===== src/rtl/tcm_router_pkg.sv =====
package tcm_router_pkg;
  localparam int MAX_WIN = 4;

  typedef enum logic [1:0] {
    ROUTE_CACHE = 2'd0,
    ROUTE_TCM   = 2'd1,
    ROUTE_FAULT = 2'd2,
    ROUTE_DROP  = 2'd3
  } route_e;
endpackage


===== src/rtl/tcm_win_decode.sv =====
module tcm_win_decode #(
  parameter int AW = 16,
  parameter int NWIN = 4,
  parameter logic [NWIN*AW-1:0] WIN_BASE = '0,
  parameter logic [NWIN*8-1:0] WIN_LOG2 = '0
) (
  input  logic [AW-1:0]   addr,
  output logic [NWIN-1:0] sel,
  output logic            hit_any,
  output logic [AW-1:0]   offset
);
  logic [NWIN-1:0]   raw;
  logic [AW-1:0]     off_w [NWIN];

  for (genvar i = 0; i < NWIN; i++) begin : g_win
    localparam int          L      = int'(WIN_LOG2[i*8 +: 8]);
    localparam logic [AW-1:0] BASE = WIN_BASE[i*AW +: AW];
    localparam logic [AW-1:0] LOMASK = AW'((64'd1 << L) - 64'd1);
    assign raw[i]   = ((addr ^ BASE) & ~LOMASK) == '0;
    assign off_w[i] = addr & LOMASK;
  end

  always_comb begin
    logic taken;
    taken  = 1'b0;
    sel    = '0;
    offset = '0;
    for (int i = 0; i < NWIN; i++) begin
      if (raw[i] && !taken) begin
        sel[i] = 1'b1;
        offset = off_w[i];
        taken  = 1'b1;
      end
    end
    hit_any = taken;
  end
endmodule


===== src/rtl/tcm_port_steer.sv =====
module tcm_port_steer #(
  parameter int AW = 16,
  parameter int DW = 32,
  parameter int NWIN = 4,
  localparam int BEW = DW / 8
) (
  input  logic              fire,
  input  logic [NWIN-1:0]   sel,
  input  logic [AW-1:0]     offset,
  input  logic              write,
  input  logic [BEW-1:0]    be,
  input  logic [DW-1:0]     wdata,
  output logic [NWIN-1:0]   tcm_cs,
  output logic [NWIN-1:0]   tcm_we,
  output logic [NWIN*AW-1:0]  tcm_addr,
  output logic [NWIN*BEW-1:0] tcm_be,
  output logic [NWIN*DW-1:0]  tcm_wdata
);
  for (genvar i = 0; i < NWIN; i++) begin : g_port
    assign tcm_cs[i]               = fire & sel[i];
    assign tcm_we[i]               = fire & sel[i] & write;
    assign tcm_addr[i*AW +: AW]    = sel[i] ? offset : '0;
    assign tcm_be[i*BEW +: BEW]    = sel[i] ? be : '0;
    assign tcm_wdata[i*DW +: DW]   = sel[i] ? wdata : '0;
  end
endmodule


===== src/rtl/tcm_rsp_return.sv =====
module tcm_rsp_return #(
  parameter int DW = 32,
  parameter int NWIN = 4
) (
  input  logic              clk,
  input  logic              rst_n,
  input  logic [NWIN-1:0]   rd_sel,
  input  logic              fault_fire,
  input  logic [NWIN*DW-1:0] tcm_rdata,
  output logic              rsp_valid,
  output logic [DW-1:0]     rsp_data,
  output logic              fault_o
);
  logic [NWIN-1:0] sel_q;

  always_ff @(posedge clk) begin
    if (!rst_n) begin
      sel_q     <= '0;
      rsp_valid <= 1'b0;
      fault_o   <= 1'b0;
    end else begin
      sel_q     <= rd_sel;
      rsp_valid <= |rd_sel;
      fault_o   <= fault_fire;
    end
  end

  always_comb begin
    rsp_data = '0;
    for (int i = 0; i < NWIN; i++)
      if (sel_q[i]) rsp_data = rsp_data | tcm_rdata[i*DW +: DW];
  end


  rsp_fault_excl_chk: assert property (@(posedge clk) disable iff (!rst_n)
    !(rsp_valid && fault_o));


  rsp_single_src_chk: assert property (@(posedge clk) disable iff (!rst_n)
    rsp_valid |-> $onehot(sel_q));
endmodule


===== src/rtl/tcm_router.sv =====
module tcm_router
  import tcm_router_pkg::*;
#(
  parameter int AW = 16,
  parameter int DW = 32,
  parameter int NWIN = 4,
  parameter logic [NWIN*AW-1:0] WIN_BASE = {16'h1000, 16'h3000, 16'h2000, 16'h1000},
  parameter logic [NWIN*8-1:0]  WIN_LOG2 = {8'd12, 8'd10, 8'd6, 8'd8},
  localparam int BEW = DW / 8
) (
  input  logic                 clk,
  input  logic                 rst_n,
  input  logic                 xlate_en,
  input  logic                 req_valid,
  output logic                 req_ready,
  input  logic [AW-1:0]        req_addr,
  input  logic                 req_write,
  input  logic [BEW-1:0]       req_be,
  input  logic [DW-1:0]        req_wdata,
  input  logic                 req_user,
  input  logic                 req_cmo,
  output logic                 cache_valid,
  input  logic                 cache_ready,
  output logic [AW-1:0]        cache_addr,
  output logic                 cache_write,
  output logic [BEW-1:0]       cache_be,
  output logic [DW-1:0]        cache_wdata,
  output logic                 cache_cmo,
  output logic [NWIN-1:0]      tcm_cs,
  output logic [NWIN-1:0]      tcm_we,
  output logic [NWIN*AW-1:0]   tcm_addr,
  output logic [NWIN*BEW-1:0]  tcm_be,
  output logic [NWIN*DW-1:0]   tcm_wdata,
  input  logic [NWIN*DW-1:0]   tcm_rdata,
  output logic                 rsp_valid,
  output logic [DW-1:0]        rsp_data,
  output logic                 fault_o
);
  logic [NWIN-1:0] sel;
  logic            hit_any;
  logic [AW-1:0]   offset;
  route_e          route;

  tcm_win_decode #(.AW(AW), .NWIN(NWIN), .WIN_BASE(WIN_BASE), .WIN_LOG2(WIN_LOG2)) u_dec (
    .addr(req_addr), .sel(sel), .hit_any(hit_any), .offset(offset));

  always_comb begin
    if (!hit_any)                   route = ROUTE_CACHE;
    else if (req_cmo)               route = ROUTE_DROP;
    else if (xlate_en && req_user)  route = ROUTE_FAULT;
    else                            route = ROUTE_TCM;
  end

  assign req_ready   = (route == ROUTE_CACHE) ? cache_ready : 1'b1;
  assign cache_valid = req_valid && (route == ROUTE_CACHE);
  assign cache_addr  = req_addr;
  assign cache_write = req_write;
  assign cache_be    = req_be;
  assign cache_wdata = req_wdata;
  assign cache_cmo   = req_cmo;

  tcm_port_steer #(.AW(AW), .DW(DW), .NWIN(NWIN)) u_steer (
    .fire(req_valid && (route == ROUTE_TCM)), .sel(sel), .offset(offset),
    .write(req_write), .be(req_be), .wdata(req_wdata),
    .tcm_cs(tcm_cs), .tcm_we(tcm_we), .tcm_addr(tcm_addr),
    .tcm_be(tcm_be), .tcm_wdata(tcm_wdata));

  tcm_rsp_return #(.DW(DW), .NWIN(NWIN)) u_rsp (
    .clk(clk), .rst_n(rst_n), .rd_sel(tcm_cs & ~tcm_we),
    .fault_fire(req_valid && (route == ROUTE_FAULT)),
    .tcm_rdata(tcm_rdata), .rsp_valid(rsp_valid), .rsp_data(rsp_data),
    .fault_o(fault_o));


  port_onehot_chk: assert property (@(posedge clk) disable iff (!rst_n)
    $onehot0(tcm_cs));


  cache_excl_chk: assert property (@(posedge clk) disable iff (!rst_n)
    cache_valid |-> (tcm_cs == '0));


  stall_src_chk: assert property (@(posedge clk) disable iff (!rst_n)
    (req_valid && !req_ready) |-> (cache_valid && !cache_ready));


  rsp_after_read_chk: assert property (@(posedge clk) disable iff (!rst_n)
    rsp_valid |-> $past((tcm_cs & ~tcm_we) != '0));


  cmo_window_chk: assert property (@(posedge clk) disable iff (!rst_n)
    (req_valid && req_cmo && (tcm_cs == '0)) |-> ##1 !rsp_valid && !fault_o);


  fault_src_chk: assert property (@(posedge clk) disable iff (!rst_n)
    fault_o |-> $past(req_valid && req_user && xlate_en && !req_cmo && !cache_valid));
endmodule


===== config.mk =====
export PLATFORM = sky130hd
export DESIGN_NAME = tcm_router
export DESIGN_NICKNAME = d
export VERILOG_FILES = /design/src/rtl/tcm_router_pkg.sv /design/src/rtl/tcm_win_decode.sv /design/src/rtl/tcm_port_steer.sv /design/src/rtl/tcm_rsp_return.sv /design/src/rtl/tcm_router.sv
export SDC_FILE = /design/constraint.sdc
export NUM_CORES = 1
export LEC_CHECK = 0
export BUFFER_PORTS_ARGS = -buffer_cell sky130_fd_sc_hd__buf_2
export CAP_MARGIN = 20
export CORE_AREA = 2 2 190 192
export DETAILED_ROUTE_END_ITERATION = 8
export DIE_AREA = 0 0 192 194
export PLACE_DENSITY_LB_ADDON = 0.1
export SLEW_MARGIN = 30
export SYNTH_ARGS = -nofsm -noshare
export SYNTH_HDL_FRONTEND = slang
export SYNTH_SLANG_ARGS = --single-unit

===== constraint.sdc =====
create_clock -name clk -period 3.2 [get_ports clk]
set_clock_uncertainty 0.1 [all_clocks]
set_input_delay 0.64 -clock clk [delete_from_list [all_inputs] [get_ports clk]]
set_output_delay 0.64 -clock clk [all_outputs]
set_load 0.02 [all_outputs]

## After elaboration in Yosys (flattened, before gate mapping)

Cells that the tools add are included.

- Bitwise operators: 16
- Reductions and logical operators: 16
- Equality and inequality tests: 2
- Muxes and demuxes: 31

Operators by type and width:

| operator | number |
|---|---|
| 32-bit 2-to-1 mux | 8 |
| 16-bit 2-to-1 mux | 7 |
| 32-bit bitwise OR | 3 |
| 16-bit logical NOT | 4 |
| 4-bit 2-to-1 mux | 4 |
| 1-bit bitwise AND | 8 |
| 1-bit 2-to-1 mux | 8 |
| 8-bit 2-to-1 mux | 1 |
| 1-bit logical AND | 7 |
| 2-bit 2-to-1 mux | 3 |
| 4-bit bitwise AND | 1 |
| 4-bit inverter | 1 |
| 4-bit OR reduction | 1 |
| 1-bit logical NOT | 3 |
| 2-bit by 1-bit == test with 1-bit output (second input constant) | 1 |
| 2-bit == test (second input constant) | 1 |
| 2-bit logical NOT | 1 |
| 1-bit inverter | 2 |
| 2-bit inverter | 1 |

- Word-level logic and storage cells: 68
- Output and inout bits: 306
- Input bits: 188
- Register bits: 6

## Logic depth before layout (Yosys ltp)

Gate-level depths: netlist of run 1.

- Depth after elaboration: 20
- Gate-level depth with buffers: 5
- Mapped depth without buffers: 3

## Hierarchy

Synthesis of run 1 repeated with hierarchy kept, for this count alone.

- Cell total of the unflattened synthesis: 450
- Area total of the unflattened synthesis: 3135.5 um2

Modules (own cells, without submodules):

| module | times used | sequential area each (um2) | area an instance (um2) | cells an instance |
|---|---|---|---|---|
| tcm_port_steer | 1 | 0.0 | 1579.0 | 236 |
| tcm_rsp_return | 1 | 120.1 | 860.8 | 120 |
| tcm_router | 1 | 0.0 | 466.7 | 64 |
| tcm_win_decode | 1 | 0.0 | 229.0 | 30 |

## Worst setup path after synthesis of run 1

Ideal clock, no wire load.

- Path type: input-to-output
- From: in req_addr[9]
- To: out tcm_cs[0]
- Data arrival time: 1737 ps
- Slack: 723 ps
- Path buffers: 2
- Data required time: 2460 ps
- Stages on the path: 5
- Cells stage by stage: nor4_2 clkbuf_2 buf_2 nand2_1 nor2_1

- Cells in the longest elaborated chain, start to end: 15
- Elaborated cells on any way between the ends: 16
- Those cells by class: eq/ne (1); mux (5); bitwise (1); reduce/logical (9)

Ends and longest elaborated chain:

| element | line | text |
|---|---|---|
| start, declared | tcm_router.sv:16 | `input logic [AW-1:0] req_addr,` |
| 16-bit logical NOT | tcm_win_decode.sv:19 | `assign raw[i] = ((addr ^ BASE) & ~LOMASK) == '0;` |
| 1-bit 2-to-1 mux | tcm_win_decode.sv:29 | `if (raw[i] && !taken) begin` |
| 1-bit logical NOT | tcm_win_decode.sv:29 |  |
| 1-bit logical AND | tcm_win_decode.sv:29 |  |
| 1-bit 2-to-1 mux | tcm_win_decode.sv:29 |  |
| 1-bit logical NOT | tcm_win_decode.sv:29 |  |
| 1-bit logical AND | tcm_win_decode.sv:29 |  |
| 1-bit 2-to-1 mux | tcm_win_decode.sv:29 |  |
| 1-bit logical NOT | tcm_win_decode.sv:29 |  |
| 1-bit logical AND | tcm_win_decode.sv:29 |  |
| 1-bit 2-to-1 mux | tcm_win_decode.sv:29 |  |
| 2-bit 2-to-1 mux | tcm_router.sv:48 | `if (!hit_any) route = ROUTE_CACHE;` |
| 2-bit by 1-bit == test with 1-bit output | tcm_router.sv:63 | `.fire(req_valid && (route == ROUTE_TCM)), .sel(sel), .offset(offset),` |
| 1-bit logical AND | tcm_router.sv:63 |  |
| 1-bit bitwise AND * | tcm_port_steer.sv:20 | `assign tcm_cs[i] = fire & sel[i];` |
| end, declared | tcm_router.sv:29 | `output logic [NWIN-1:0] tcm_cs,` |

Every way passes the cells marked *; elsewhere a longest branch is shown, timed or not.

## Worst setup path after layout of run 1

- From: in req_addr[14]
- To: out req_ready

- Cells in the longest elaborated chain, start to end: 14
- Elaborated cells on any way between the ends: 17
- Those cells by class: mux (6); reduce/logical (11)

Ends and longest elaborated chain:

| element | line | text |
|---|---|---|
| 16-bit logical NOT | tcm_win_decode.sv:19 |  |
| 1-bit 2-to-1 mux | tcm_win_decode.sv:29 |  |
| 1-bit logical NOT | tcm_win_decode.sv:29 |  |
| 1-bit logical AND | tcm_win_decode.sv:29 |  |
| 1-bit 2-to-1 mux | tcm_win_decode.sv:29 |  |
| 1-bit logical NOT | tcm_win_decode.sv:29 |  |
| 1-bit logical AND | tcm_win_decode.sv:29 |  |
| 1-bit 2-to-1 mux | tcm_win_decode.sv:29 |  |
| 1-bit logical NOT | tcm_win_decode.sv:29 |  |
| 1-bit logical AND | tcm_win_decode.sv:29 |  |
| 1-bit 2-to-1 mux * | tcm_win_decode.sv:29 |  |
| 2-bit 2-to-1 mux * | tcm_router.sv:48 |  |
| 2-bit logical NOT * | tcm_router.sv:54 | `assign req_ready = (route == ROUTE_CACHE) ? cache_ready : 1'b1;` |
| 1-bit 2-to-1 mux * | tcm_router.sv:54 |  |
| end, declared | tcm_router.sv:15 | `output logic req_ready,` |

Marks and branches as above.

==> results by group, run 1 <==
Clocking
  • Root Driver: clkbuf_16
  • Clk slew on worst S/H paths: about 0.04 ns
  • Clock sinks: 6
  • CTS tree: built
  • CTS max path bufs: 2
  • Postcts setup bufs: 0
  • CTS resizes: 0
  • H-tree levels: 1
  • Hold Buf Count CTS: 0
  • Num CTS Buffers: 3

Floorplanning
  • Die footprint: about 37,000 um^2
  • Starting Density: under 10%
  • Core Box Area: around 35,000 um^2
  • Chip height: 194 um
  • Die X: 192 um
  • # rows: between 60 and 70
  • Top Ports: 494

Routing
  • Wirelength, routed: ~19 mm
  • Via density: between 3 and 4
  • Avg WL per Cell: 14.84 um
  • DRT iter0 DRCs: a little over 100
  • TritonRoute pass-1 iters: 4
  • Routed Antenna Nets: 0
  • Remaining DRCs: 0
  • Vias post-DR: 4,381

Yosys
  • Synth Area in Adders: 0%
  • YS warnings: 0
  • Gate Count Post-Synth: about 440
  • Synthesized cell area: about 2800 um^2
  • Synthesized area per cell: around 6.5 um^2
  • Dominant synthesized flop cell: dfxtp_1
  • Seq/Total Area, Yosys: under 10%
  • Asr flop ratio synth: 0%
  • Yosys cell types: 25
  • Compound-Gate Fraction of Synth Area: between 10% and 20%
  • Post-Synth Simple-Gate Area: 51.11%
  • Post-synthesis xor/xnor area fraction: 0%
  • Main combinational cell family by area after synthesis: simple AND/OR/NAND/NOR gates
  • EDFF count, synth: 0
  • FF+latch count, synth: 6
  • Mux cell area share after synthesis: 0%

Finish
  • Multi-input logic area: 2056 um^2
  • Register area: about 120 um^2
  • Synthesis-to-finish area growth: 88.68%
  • Filler instances: about 4,200
  • Design area: between 5000 and 6000 um^2
  • Post-layout net count: 1,017
  • Layout cell share with drive strength beyond 1: between 50% and 60%
  • N_diodes: 0

GRT
  • Antenna violations before repair: 2
  • Grt ovf: 0
  • Largest net degree at the start of global routing: 46
  • First-pass GRT wire length: roughly 26 mm
  • Total track usage: roughly 9.2%
  • Vias in the first global route: between 4,000 and 5,000

Run
  • Max_cap viols: 0

Status
  • Status: finished, final reports clean

Worst setup path
  • CP arrival: 2.05 ns
  • CP Max Fanout: 7
  • Kind of critical path: in -> out
  • Startpoint types: input pin
  • Critical path capture point type: output pin
  • Worst EP required: 2.46 ns

Pwr
  • Leakage: roughly 3.5 nW
  • Post-route total power: about 0.63 mW
  • Maximum vdd ir drop: around 0.2 mV
  • PD cells: ~120 nW/um^2

Timing
  • Setup TNS: 0 ns
  • RSZ-0062 raised after global routing: false
  • Peak Freq: between 0.3 and 0.4 GHz
  • Tcrit/Tclk final: approximately 87%
  • Final worst setup slack: ~0.4 ns
  • Tmin final: between 2 and 3 ns
  • Final hold vios: 0
  • Slew Viols, Final: 0
  • Final Setup Violations: 0

Place
  • Port buffer count: between 400 and 500
  • Post-DP HPWL: 16.20 mm
  • DP Worst Slack: roughly 0.31 ns
  • RePlAce Congestion: between 0.7 and 0.8
  • Post-DP Area: 5265 um^2

Worst hold path
  • Min-delay worst type: in -> reg
==> state kept, by name, indices dropped and copies added, names as in the netlist <==
register / count
u_rsp.sel_q: 4
u_rsp.fault_o: 1
u_rsp.rsp_valid: 1
==> cell usage after synthesis, types with 2 or more instances <==
| master | instances | area share [%] |
|---|---|---|
| a21oi_1 | 2 | 0.35 |
| a22oi_1 | 64 | 17 |
| and2_1 | 136 | 30 |
| and3_1 | 45 | 9.9 |
| buf_2 | 6 | 1.1 |
| buf_4 | 82 | 22 |
| clkbuf_1 | 21 | 2.8 |
| clkbuf_2 | 8 | 1.4 |
| dfxtp_1 | 6 | 4.2 |
| nand2_1 | 35 | 4.6 |
| nand3_1 | 2 | 0.35 |
| nand4_1 | 2 | 0.44 |
| nand4b_1 | 2 | 0.62 |
| nor2_1 | 14 | 1.9 |
==> layout make-up <==
type | instances | share of cell area [%]
Timing Repair Buffer | 478 | 47.05
Multi-Input combinational cell | 340 | 38.50
Tap cell | 461 | 10.80
Sequential cell | 6 | 2.249
Clock buffer | 3 | 1.406
==> stage by stage <==
stage / instances / utilization [%] / hold WS (ns)
floorplan: 463 / - / 0.6709
global placement: 1285 / 14.95 / 0.8023
detailed placement: 1285 / 14.95 / 0.8004
CTS: 1288 / 15.16 / 0.5611
global route: 1288 / 15.16 / 0.5715
finish: 1288 / 15.16 / 0.5619
==> routing by layer <==
metal	track usage (%)	routed length, um
met2	19.87	10530
met4	0.6503	163
met5	0	0
met1	8.981	6555
met3	1.756	1863
==> cell usage in the layout (no fill, tap or decap), types with 2 or more instances in the layout <==
| cell type | n |
|---|---|
| buf_4 | 6 |
| and2_1 | 136 |
| nand3_1 | 2 |
| a22oi_1 | 64 |
| nand4_1 | 2 |
| nand4b_1 | 2 |
| a21oi_1 | 2 |
| nand2_1 | 35 |
| buf_2 | 465 |
| dfxtp_1 | 6 |
| and3_1 | 45 |
| nor2_1 | 14 |
| clkbuf_16 | 3 |
| buf_12 | 7 |
| conb_1 | 28 |
==> final timing paths <==
| check | from | end | slack [ns] | depth (start not counted) |
|---|---|---|---|---|
| setup / recovery | req_addr[14] | req_ready | 0.41 | 7 |
| hold / removal | req_user | u_rsp.fault_o | 0.56 | 3 |
==> logic make-up (layout without fill, tap and decap cells) <==
group	count (synthesis)	after routing
compound gates	67	67
simple gates	245	245
flops	6	6
buf+inv	117	481
other cells	1	28
==> report_power, final <==
group / switching [mW] / internal, mW
logic: 0.216 / 0.135
registers: 0.0000583 / 0.0754
clock network: 0.0409 / 0.160
==> critical path, cell delays in order <==
cell and delay [ns]:
buf_2 0.15, nor4_1 0.29, buf_4 0.18, nand4b_1 0.16
buf_4 0.23, nand3b_1 0.18, buf_2 0.21
Power figures use the tool's default switching activity.
==> run 2: changes to the inputs <==
Settings changed: RECOVER_POWER set to 50.
==> results by group, run 2 (same netlist as run 1, synthesis figures left out) <==
Status
  • Status: finished, final reports clean

Clocking
  • Hold Buf Count CTS: 0
  • CTS tree: built
  • Postcts setup bufs: 0
  • CTS max path bufs: 2
  • H-tree levels: 1
  • Root Driver: clkbuf_16
  • Clk slew on worst S/H paths: about 0.040 ns
  • CTS resizes: 0
  • Clock sinks: 6
  • Num CTS Buffers: 3

GRT
  • Total track usage: 9.180%
  • Antenna violations before repair: 2
  • First-pass GRT wire length: about 26 mm
  • Vias in the first global route: a little over 4,000
  • Largest net degree at the start of global routing: between 40 and 50
  • Grt ovf: 0

Timing
  • Setup TNS: 0 ns
  • RSZ-0062 raised after global routing: false
  • Tcrit/Tclk final: around 90%
  • Final worst setup slack: 0.2874 ns
  • Slew headroom: 49.76%
  • Slew Viols, Final: 0
  • Worst Tran Pin Value: between 0.7 and 0.8 ns
  • Peak Freq: between 0.3 and 0.4 GHz
  • Tmin final: about 2.9 ns
  • Final Setup Violations: 0
  • Worst Hold Slack: approximately 0.56 ns
  • Final hold vios: 0

Place
  • Post-DP HPWL: 16.20 mm
  • DP Worst Slack: 0.3060 ns
  • RePlAce Congestion: 0.7303
  • Port buffer count: 465
  • Post-DP Area: roughly 5300 um^2
  • Placed insts: 1,285

Finish
  • Most common cell after layout, fill and taps aside: buf_2
  • Fin util: 14.68%
  • Multi-input logic area: roughly 2000 um^2
  • Synthesis-to-finish area growth: 82.67%
  • Commonest non-fill, non-tap cells in the layout: buf_2, and2_1, clkbuf_1
  • Finished Layout Cells: 1,288
  • Filler instances: approximately 4,200
  • Biggest register: u_rsp.sel_q
  • Register area: 120.1 um^2
  • Design area: just over 5000 um^2
  • N_diodes: 0
  • Top flop regs: u_rsp.sel_q x4, u_rsp.fault_o x1, u_rsp.rsp_valid x1
  • Post-layout net count: just over 1,000
  • Layout cell share with drive strength beyond 1: between 40% and 50%
  • Flip-flop count of the largest register after layout: 4

Routing
  • Met2 routed WL: about 10 mm
  • Routed Antenna Nets: 0
  • Wirelength, routed: roughly 19 mm
  • Top layer in use: met4
  • Avg WL per Cell: between 10 and 15 um
  • Vias post-DR: approximately 4,400
  • Via density: 3.405
  • DRT iter0 DRCs: 112
  • Remaining DRCs: 0
  • Met1 Wirelength: 6.715 mm
  • TritonRoute pass-1 iters: 4
  • Met3 WL: approximately 1.8 mm

Worst setup path
  • CP arrival: between 2 and 2.5 ns
  • Critical path capture point type: output pin
  • CP Max Fanout: 7
  • Kind of critical path: in -> out
  • Startpoint types: input pin
  • Worst EP required: around 2.5 ns

Floorplanning
  • Chip height: 194 um
  • Starting Density: 8.035%
  • # rows: 69
  • Die X: approximately 190 um
  • Top Ports: slightly below 500
  • Core Box Area: approximately 35,000 um^2
  • Die footprint: 37,250 um^2

Pwr
  • Post-route total power: 0.6189 mW
  • Leakage: between 2 and 3 nW
  • PD cells: ~120 nW/um^2
  • Maximum vdd ir drop: about 0.2 mV

Worst hold path
  • Min-delay worst type: in -> reg

Run
  • Max_cap viols: 0
[run 2: final timing paths]
kind	from	to	slack [ns]	cells past startpoint
max	req_addr[14]	req_ready	0.29	7
min	req_user	u_rsp.fault_o	0.56	3
[run 2: area by class of cell]
| class | count | share of cell area (%) |
|---|---|---|
| tap | 461 | 11.16 |
| sequential | 6 | 2.323 |
| timing repair buffer | 478 | 45.33 |
| clock buffer | 3 | 1.452 |
| multi-input combinational | 340 | 39.74 |
[run 2: worst max-delay path, stage by stage]
cell and delay, ns:
clkbuf_1 0.20, nor4_1 0.33, buf_4 0.18, nand4b_1 0.17, buf_4 0.24, nand3b_1 0.18
buf_2 0.21
[run 2: layer usage]
layer	vias up	global-route usage (%)
li1	2151	-
met1	1924	8.981
met2	298	19.87
met3	12	1.756
met4	0	0.6503
met5	-	0
[run 2: report_power, final]
part           switching (mW)  internal [mW]  total, mW
clock                  0.0409          0.160      0.201
sequential          0.0000611         0.0754     0.0754
combinational           0.218          0.125      0.342
==> run 3: changes to the inputs <==
Clock period 3.2 ns to 2.6 ns, I/O delays scaled along.
==> results by group, run 3 (same netlist as run 1, synthesis figures left out) <==
Finish
  • Finished Layout Cells: about 1,300
  • Commonest non-fill, non-tap cells in the layout: buf_2, and2_1, a22oi_1
  • Most common cell after layout, fill and taps aside: buf_2
  • Filler instances: ~4,100
  • Multi-input logic area: about 2200 um^2
  • Top flop regs: u_rsp.sel_q x4, u_rsp.fault_o x1, u_rsp.rsp_valid x1
  • Design area: approximately 6100 um^2
  • Post-layout net count: ~1,000
  • Flip-flop count of the largest register after layout: 4
  • Synthesis-to-finish area growth: 116.7%
  • Register area: 120.1 um^2
  • Biggest register: u_rsp.sel_q
  • Layout cell share with drive strength beyond 1: about 64%

Pwr
  • Leakage: 3.733 nW
  • Post-route total power: between 0.8 and 0.9 mW
  • PD cells: 139.5 nW/um^2
  • Internal: ~0.50 mW
  • Sw power: 0.3504 mW
  • Combinational share of power: about three fifths
  • Sequential share of power: 10.8%
  • Maximum vdd ir drop: ~0.12 mV
  • Clock network fraction of total power: a little under a third
  • Switching share of power: around two fifths

GRT
  • Met3 usage: around 1.7%
  • Grt ovf: 0
  • GR Layer Usage met2: between 20% and 30%
  • Grt peak-use layer: met2
  • Met1 global-route usage: 9.392%
  • First-pass GRT wire length: 26.96 mm
  • Antenna violations before repair: 2
  • Largest net degree at the start of global routing: 43
  • Vias in the first global route: roughly 4,300
  • Total track usage: under 10%

Place
  • RePlAce Congestion: 0.7505
  • Post-DP Area: ~5400 um^2
  • Port buffer count: approximately 470
  • Placed insts: approximately 1,300
  • Post-DP HPWL: about 17 mm

Floorplanning
  • # rows: 69
  • Starting Density: roughly 8%
  • Top Ports: 494
  • Die X: ~190 um
  • Core Box Area: roughly 35,000 um^2
  • Chip height: 194 um
  • Die footprint: between 30,000 and 40,000 um^2

Timing
  • Slew Viols, Final: 0
  • Peak Freq: 0.3895 GHz
  • Final Setup Violations: 0
  • Slew headroom: a little over three fifths
  • Tcrit/Tclk final: a little over nine tenths
  • Worst Hold Slack: 0.4422 ns
  • Tmin final: approximately 2.6 ns
  • Final hold vios: 0
  • RSZ-0062 raised after global routing: true
  • Worst Tran Pin Value: approximately 0.56 ns

Clocking
  • CTS max path bufs: 2
  • Hold Buf Count CTS: 0
  • CTS tree: built
  • Root Driver: clkbuf_16
  • H-tree levels: 1
  • Num CTS Buffers: 3
  • Clk slew on worst S/H paths: roughly 0.040 ns
  • Clock sinks: 6

Worst setup path
  • Critical Path Source: req_addr[10]
  • Largest stage delay, worst path: between 0.3 and 0.4 ns
  • CP Max Fanout: 7
  • Critical path cell sequence: buf_8 -> nor4_4 -> buf_4 -> and2b_4 -> buf_12 -> clkbuf_16 -> and2_4 -> buf_6
  • Kind of critical path: in -> out
  • Startpoint types: input pin
  • Critical path capture point type: output pin
  • CP arrival: slightly below 2 ns
  • Worst EP required: 1.98 ns
  • Crit path to: tcm_be[12]
  • Slowest CP cell: nor4_4

Routing
  • Remaining DRCs: 0
  • Routed Antenna Nets: 0
  • Via density: 3.483
  • Wirelength, routed: around 23 mm
  • TritonRoute pass-1 iters: 4
  • Avg WL per Cell: about 17 um
  • DRT iter0 DRCs: 135
  • Vias post-DR: about 4,600

Worst hold path
  • Min-delay worst type: in -> reg

Run
  • Max_cap viols: 0

Status
  • Status: finished, final reports clean
## run 3: changes by cell type in the layout (fill, tap and decap cells not counted), sizes merged
cell,delta
clkbuf,-125
buf,+157
diode,+2
## run 3: critical path: cells and delay by family
kind,cells,cell delay (ns)
buffers and inverters,5,0.73
and+or+nand+nor,3,0.70
## run 3: per-layer routing
layer | part of all wire (%) | wire length [um]
met1 | 35 | 7935
met5 | 0 | 0
met2 | 56 | 12690
met4 | 0.24 | 55
met3 | 8.8 | 1987
## run 3: what timing repair did
action / CTS / global route
endpoints found under the setup margin: 46 / 90
gates resized for setup: 2 / 138
pin swaps: 1 / 14
buffers inserted: 2 / 6
gates cloned: 0 / 11
## run 3: area by class of cell
type / instances / area share (%)
Sequential cell: 6 / 1.958
Clock buffer: 3 / 1.224
Multi-Input combinational cell: 340 / 35.23
Timing Repair Buffer: 510 / 52.10
Antenna cell: 2 / 0.08160
Tap cell: 461 / 9.404
## run 3: power by group through the flow
| stage | registers (mW) | clock network [mW] | logic (mW) |
|---|---|---|---|
| 2_1_floorplan | 0.0943 | 0 | 0.258 |
| 3_3_place_gp | 0.0942 | 0 | 0.458 |
| 3_5_place_dp | 0.0942 | 0 | 0.452 |
| 4_1_cts | 0.0927 | 0.266 | 0.457 |
| 5_1_grt | 0.0927 | 0.268 | 0.544 |
| 6_report | 0.0927 | 0.257 | 0.506 |
## run 3: per-stage QoR
| stage | setup WS (ns) | utilization (%) | TNS [ns] |
|---|---|---|---|
| floorplan | 0.3633 | - | 0 |
| detailed placement | -0.2252 | 15.19 | -8.637 |
| global route | -0.03116 | 17.40 | -0.4263 |
| global placement | -0.1320 | 15.19 | -5.162 |
| CTS | -0.01425 | 15.49 | -0.1378 |
| finish | 0.03278 | 17.41 | 0 |
## run 3: worst min-delay path by stage
stage                     depth (start not counted)       endpoint  slack, ns      from
after floorplan                                   2  u_rsp.fault_o       0.55  req_user
after global placement                            3  u_rsp.fault_o       0.68  req_user
after detailed placement                          3  u_rsp.fault_o       0.68  req_user
after CTS                                         3  u_rsp.fault_o       0.43  req_user
after global routing                              3  u_rsp.fault_o       0.46  req_user
final                                             3  u_rsp.fault_o       0.44  req_user
